===== src/rtl/cs_pkg.sv =====
package cs_pkg;
  typedef enum logic [1:0] {
    CS_SINGLE = 2'd0,
    CS_MASKED = 2'd1,
    CS_COUNT  = 2'd2
  } cs_mode_e;
endpackage


===== src/rtl/cs_mask_scan.sv =====
// Combinational search over the enable mask: lowest enabled channel and the
// first enabled channel strictly above the current one (wrapping to lowest).
module cs_mask_scan #(
  parameter int NCH = 8,
  parameter int AW  = $clog2(NCH)
) (
  input  logic [NCH-1:0] mask,
  input  logic [AW-1:0]  cur,
  output logic [AW-1:0]  lowest,
  output logic [AW-1:0]  next_up,
  output logic           any_set
);
  logic [NCH-1:0] above;
  logic [AW-1:0]  above_pick;

  for (genvar g = 0; g < NCH; g++) begin : g_above
    assign above[g] = mask[g] && (AW'(g) > cur);
  end

  always_comb begin
    lowest = '0;
    for (int i = NCH - 1; i >= 0; i--) begin
      if (mask[i]) lowest = AW'(i);
    end
  end

  always_comb begin
    above_pick = '0;
    for (int i = NCH - 1; i >= 0; i--) begin
      if (above[i]) above_pick = AW'(i);
    end
  end

  assign any_set = |mask;
  assign next_up = (|above) ? above_pick : lowest;
endmodule


===== src/rtl/cs_ctrl.sv =====
// Mode state, loop top, enable mask and the channel register.
module cs_ctrl #(
  parameter int NCH = 8,
  parameter int AW  = $clog2(NCH)
) (
  input  logic           clk,
  input  logic           rst,
  input  logic           xfer,
  input  logic           ctl_wr,
  input  logic           ctl_seq,
  input  logic           ctl_shd,
  input  logic [AW-1:0]  ctl_addr,
  input  logic           mask_we,
  input  logic [NCH-1:0] mask_in,
  output logic [AW-1:0]  cur_chan
);
  import cs_pkg::*;

  cs_mode_e       mode_q, mode_d;
  logic [AW-1:0]  top_q, top_d;
  logic [AW-1:0]  chan_d;
  logic [NCH-1:0] mask_q, eff_mask;
  logic [AW-1:0]  scan_low, scan_next;
  logic           scan_any;
  logic           keep_code, loop_on;

  assign eff_mask  = mask_we ? mask_in : mask_q;
  assign keep_code = ctl_seq && !ctl_shd;
  assign loop_on   = (mode_q != CS_SINGLE);

  cs_mask_scan #(.NCH(NCH), .AW(AW)) u_scan (
    .mask    (eff_mask),
    .cur     (cur_chan),
    .lowest  (scan_low),
    .next_up (scan_next),
    .any_set (scan_any)
  );

  always_comb begin
    mode_d = mode_q;
    top_d  = top_q;
    chan_d = cur_chan;
    if (xfer) begin
      if (ctl_wr && !keep_code) begin
        if (ctl_seq && ctl_shd) begin
          mode_d = CS_COUNT;
          top_d  = ctl_addr;
          chan_d = '0;
        end else begin
          mode_d = CS_SINGLE;
          chan_d = ctl_addr;
        end
      end else if (ctl_wr && !loop_on) begin
        mode_d = CS_MASKED;
        chan_d = scan_low;
      end else begin
        case (mode_q)
          CS_MASKED: chan_d = scan_any ? scan_next : '0;
          CS_COUNT:  chan_d = (cur_chan == top_q) ? '0 : cur_chan + AW'(1);
          default:   chan_d = cur_chan;
        endcase
      end
    end
    if (mask_we && mode_d == CS_MASKED) chan_d = scan_low;
  end

  always_ff @(posedge clk) begin
    if (rst) begin
      mode_q   <= CS_SINGLE;
      top_q    <= '0;
      mask_q   <= '0;
      cur_chan <= '0;
    end else begin
      mode_q   <= mode_d;
      top_q    <= top_d;
      cur_chan <= chan_d;
      if (mask_we) mask_q <= mask_in;
    end
  end

  AST_IDLE_HOLD: assert property (@(posedge clk) disable iff (rst)
    (!xfer && !mask_we) |=> $stable(cur_chan));
  AST_MASK_MEMBER: assert property (@(posedge clk) disable iff (rst)
    (mode_q == CS_MASKED && |mask_q) |-> mask_q[cur_chan]);
  AST_COUNT_BOUND: assert property (@(posedge clk) disable iff (rst)
    (mode_q == CS_COUNT) |-> (cur_chan <= top_q));
  AST_NOWR_MODE: assert property (@(posedge clk) disable iff (rst)
    (xfer && !ctl_wr) |=> $stable(mode_q) && $stable(top_q));
  AST_KEEP_LOOP: assert property (@(posedge clk) disable iff (rst)
    (xfer && ctl_wr && keep_code && loop_on) |=> (mode_q == $past(mode_q)) && $stable(top_q));
  AST_EMPTY_MASK: assert property (@(posedge clk) disable iff (rst)
    (mode_q == CS_MASKED && mask_q == '0) |-> (cur_chan == '0));
endmodule


===== src/rtl/cs_pack.sv =====
// Registers the result word {0, channel, data} and its valid pulse.
module cs_pack #(
  parameter int AW = 3,
  parameter int DW = 12,
  parameter int WW = 1 + AW + DW
) (
  input  logic          clk,
  input  logic          rst,
  input  logic          xfer,
  input  logic [AW-1:0] chan,
  input  logic [DW-1:0] data,
  output logic          valid,
  output logic [WW-1:0] word
);
  always_ff @(posedge clk) begin
    if (rst) begin
      valid <= 1'b0;
      word  <= '0;
    end else begin
      valid <= xfer;
      if (xfer) word <= {1'b0, chan, data};
    end
  end
endmodule


===== src/rtl/chan_seq_ctrl.sv =====
module chan_seq_ctrl #(
  parameter int NCH = 8,
  parameter int DW  = 12,
  localparam int AW = $clog2(NCH),
  localparam int WW = 1 + AW + DW
) (
  input  logic           clk,
  input  logic           rst,
  input  logic           xfer,
  input  logic           ctl_wr,
  input  logic           ctl_seq,
  input  logic           ctl_shd,
  input  logic [AW-1:0]  ctl_addr,
  input  logic           mask_we,
  input  logic [NCH-1:0] mask_in,
  input  logic [DW-1:0]  samp_data,
  output logic [AW-1:0]  cur_chan,
  output logic           res_valid,
  output logic [WW-1:0]  res_word
);
  cs_ctrl #(.NCH(NCH), .AW(AW)) u_ctrl (
    .clk      (clk),
    .rst      (rst),
    .xfer     (xfer),
    .ctl_wr   (ctl_wr),
    .ctl_seq  (ctl_seq),
    .ctl_shd  (ctl_shd),
    .ctl_addr (ctl_addr),
    .mask_we  (mask_we),
    .mask_in  (mask_in),
    .cur_chan (cur_chan)
  );

  cs_pack #(.AW(AW), .DW(DW), .WW(WW)) u_pack (
    .clk   (clk),
    .rst   (rst),
    .xfer  (xfer),
    .chan  (cur_chan),
    .data  (samp_data),
    .valid (res_valid),
    .word  (res_word)
  );

  AST_VALID_PULSE: assert property (@(posedge clk) disable iff (rst)
    xfer |=> res_valid);
  AST_VALID_QUIET: assert property (@(posedge clk) disable iff (rst)
    !xfer |=> !res_valid);
  AST_WORD_CHAN: assert property (@(posedge clk) disable iff (rst)
    xfer |=> (res_word[WW-2 -: AW] == $past(cur_chan)) && !res_word[WW-1]);
  AST_WORD_DATA: assert property (@(posedge clk) disable iff (rst)
    xfer |=> (res_word[DW-1:0] == $past(samp_data)));
endmodule


===== config.mk =====
export PLATFORM = sky130hd
export DESIGN_NAME = chan_seq_ctrl
export DESIGN_NICKNAME = d
export VERILOG_FILES = /design/src/rtl/cs_pkg.sv /design/src/rtl/cs_mask_scan.sv /design/src/rtl/cs_ctrl.sv /design/src/rtl/cs_pack.sv /design/src/rtl/chan_seq_ctrl.sv
export SDC_FILE = /design/constraint.sdc
export NUM_CORES = 1
export LEC_CHECK = 0
export ABC_AREA = 1
export BUFFER_PORTS_ARGS = -buffer_cell sky130_fd_sc_hd__buf_2
export CORE_UTILIZATION = 52
export CTS_CLUSTER_DIAMETER = 200
export DETAILED_ROUTE_END_ITERATION = 12
export PLACE_DENSITY = 0.79
export SYNTH_ARGS = -nofsm -noshare
export SYNTH_HDL_FRONTEND = slang
export SYNTH_HIERARCHICAL = 1
export SYNTH_SLANG_ARGS = --single-unit
export TNS_END_PERCENT = 50

===== constraint.sdc =====
create_clock -name clk -period 2.9 [get_ports clk]
set_input_delay 0.725 -clock clk [delete_from_list [all_inputs] [get_ports clk]]
set_output_delay 0.725 -clock clk [all_outputs]
set_load 0.02 [all_outputs]

==> flow_metrics.tcl <==
set metrics [dict create \
    hold_start "u_pack/word[7]" \
    hold_end "u_pack/word[7]" \
    r2r_end "u_ctrl/cur_chan[1]" \
    grt.overflow.total 0 \
    tns_ps 0 \
    grt_pass1_vias 1658 \
    synth.ff_latch_count 32 \
    place_ws_ps 345.0 \
    setup_viol 0 \
    post-route-period-util_pct 76.36 \
    status "complete, no violations" \
    wl_um 4119 \
    cts_buffer_depth 2 \
    critical_path_class "primary input to register" \
    grt_max_degree 32 \
    maxCapViolCount 0 \
    cp.required_ps 3190 \
    r2r_slack_ps 1080 \
    ctsHoldBuffers 0 \
    yosysSeqAreaShare_pct 33.53 \
    synth_top_area_share_pct 33.53 \
    p_per_area_nw_per_um2 502.8 \
    yosys.area.top_type "dfxtp_1" \
    grt_pass1_wl_um 7231 \
    antenna_found_initial 0 \
    place_congestion 0.9104 \
    die-area_um2 3921 \
    drt_iter0_drc 117 \
    period_minus_slack_ps 2214 \
    h-tree-depth 2 \
    cts-resized-gates 0 \
    dp_cells 394 \
    die_x_um 62.62 \
    yosys_warnings 6 \
    cts.sinks 32 \
    detail-route-antenna-nets 0 \
    initial_utilization_pct 55.93 \
    diodes 0 \
    wl_per_cell_um 10.25 \
    cp.arrival_ps 2500 \
    layout.cells.non_filler 402 \
    synth.area.top_cells "dfxtp_1, nand2_1, inv_1" \
    port_buffers 48 \
    insertion_delay_ps 340 \
    fin_util_pct 65.20 \
    grtUsageTotal_pct 23.34 \
    r2r_cells 16 \
    areaGrowthSynthToFinish_pct 16.57 \
    start_kind "primary input" \
    drv_slew 0 \
    cts_tree "done" \
    clk_pin_slew_ps 100 \
    clockRootBuffer "clkbuf_4" \
    ys_types 27 \
    rsz0062_at_grt "false" \
    cp_max_fo 10 \
    finClkSkew_ps 11.07 \
    syn_area_per_cell_um2 6.203 \
    dp_hpwl_um 3052 \
    vias 1895 \
    hold_depth 2 \
    hold_violations 0 \
    cts_buffers 5 \
    crit_path_start "mask_we" \
    irDropWorstVdd_uv 264.7 \
    die_h_um 62.62 \
    max_freq_mhz 451.6 \
    layout_common_cells "nand2_1, buf_2, inv_1" \
    mostFrequentLayoutCell "nand2_1" \
    critPathCaptureType "register" \
    core-area_um2 3416 \
    setup_slack_ps 685.6 \
    nets 386 \
    drive_gt1_share_pct 24.16 \
    drc_errors 0 \
    firstDrtPassIters 5 \
    syn_nets 339 \
    num_rows 21 \
    p_leak_nw 1.252 \
    r2r-start "u_ctrl/cur_chan[2]" \
    detail_route.vias_per_cell 4.714 \
    synth_area_um2 1911 \
    post-cts-setup-buffers 0 \
    hp-class "register to register" \
    syn_inst 308 \
    ios 50 \
]
[worst max-delay path: stages]
cell and delay [ps]:
buf_2 170, inv_1 210, nand2_1 100, nand2_1 140, nor2_1 100, nor3_1 130
o21ai_0 90, nor2_1 200, nand2_1 80, nand2_1 70, nand3_1 70, nand2_1 70
inv_1 40, nand2_1 60, nand2_1 40, nand2_1 50, nand2_1 60, a21oi_2 100
[sequential cells by signal, indices dropped and copies added (netlist names)]
register and flops:
u_ctrl/mode_q 2, u_ctrl/top_q 3, u_pack/word 15, u_ctrl/cur_chan 3, u_pack/valid 1, u_ctrl/mask_q 8
[worst max-delay path by stage]
stage | depth (start not counted) | slack, ps | end
3_5_place_dp | 18 | 350 | u_ctrl/cur_chan[1]
2_1_floorplan | 18 | 660 | u_ctrl/cur_chan[1]
4_1_cts | 18 | 710 | u_ctrl/cur_chan[1]
6_report | 18 | 690 | u_ctrl/cur_chan[1]
5_1_grt | 18 | 380 | u_ctrl/cur_chan[1]
3_3_place_gp | 18 | 370 | u_ctrl/cur_chan[1]
[area by class of cell]
| type | count | area [µm²] |
|---|---|---|
| sequential | 32 | 640.6 |
| multi-input combinational | 220 | 1018 |
| fill | 342 | 1189 |
| timing repair buffer | 49 | 247.7 |
| clock inverter | 3 | 42.54 |
| inverter | 47 | 182.7 |
| tap | 46 | 57.56 |
| clock buffer | 5 | 37.54 |
[where the power goes]
group / switching, mW / internal (mW) / total [mW]
Clock: 0.158 / 0.180 / 0.338
Sequential: 0.0249 / 0.467 / 0.492
Combinational: 0.184 / 0.106 / 0.290
Total: 0.367 / 0.753 / 1.12
[stage by stage]
step	power [mW]	hold slack (ps)	cell area, µm²
final	1.120	472.6	2227
after global routing	1.203	485.0	2227
after CTS	1.127	475.4	2227
after detailed placement	0.7898	460.5	2147
after global placement	0.7853	453.2	2147
after floorplan	0.7177	448.1	1911
[cell families (layout without fill, tap and decap cells)]
logic type	after synthesis	count (layout)	share of synthesized area, %
AOI/OAI and AO/OA	23	23	6.680
xor gates and xnor gates	4	4	1.833
adders and majority gates	1	1	0.6548
buffers and inverters	56	104	13.16
DFF	32	32	33.53
other	1	1	0.1963
and+or+nand+nor	191	191	43.94
[routing by layer]
metal | wire length, µm | GRT usage, % | share of wire, % | vias to the layer above
met3 | 410 | 6.387 | 10 | 6
met4 | 72 | 10.76 | 1.7 | 0
met5 | 0 | 0 | 0 | -
li1 | - | - | - | 1019
met2 | 1817 | 35.05 | 44 | 90
met1 | 1818 | 30.86 | 44 | 780
[cells in the mapped netlist]
library cell,n
nand2_1,112
inv_1,42
nor2_1,41
dfxtp_1,32
nand3_1,14
a21oi_1,13
nand2_2,7
nand3_2,6
o21ai_0,6
nor2_2,5
xnor2_1,4
a21oi_2,3
buf_4,3
buf_6,3
inv_2,3
clkbuf_1,2
nor3_1,2
a31oi_1,1
buf_2,1
clkinv_2,1
clkinv_4,1
conb_1,1
ha_1,1
nand2_4,1
nand4_1,1
nand4_4,1
nor2_4,1
Power figures use the tool's default switching activity.
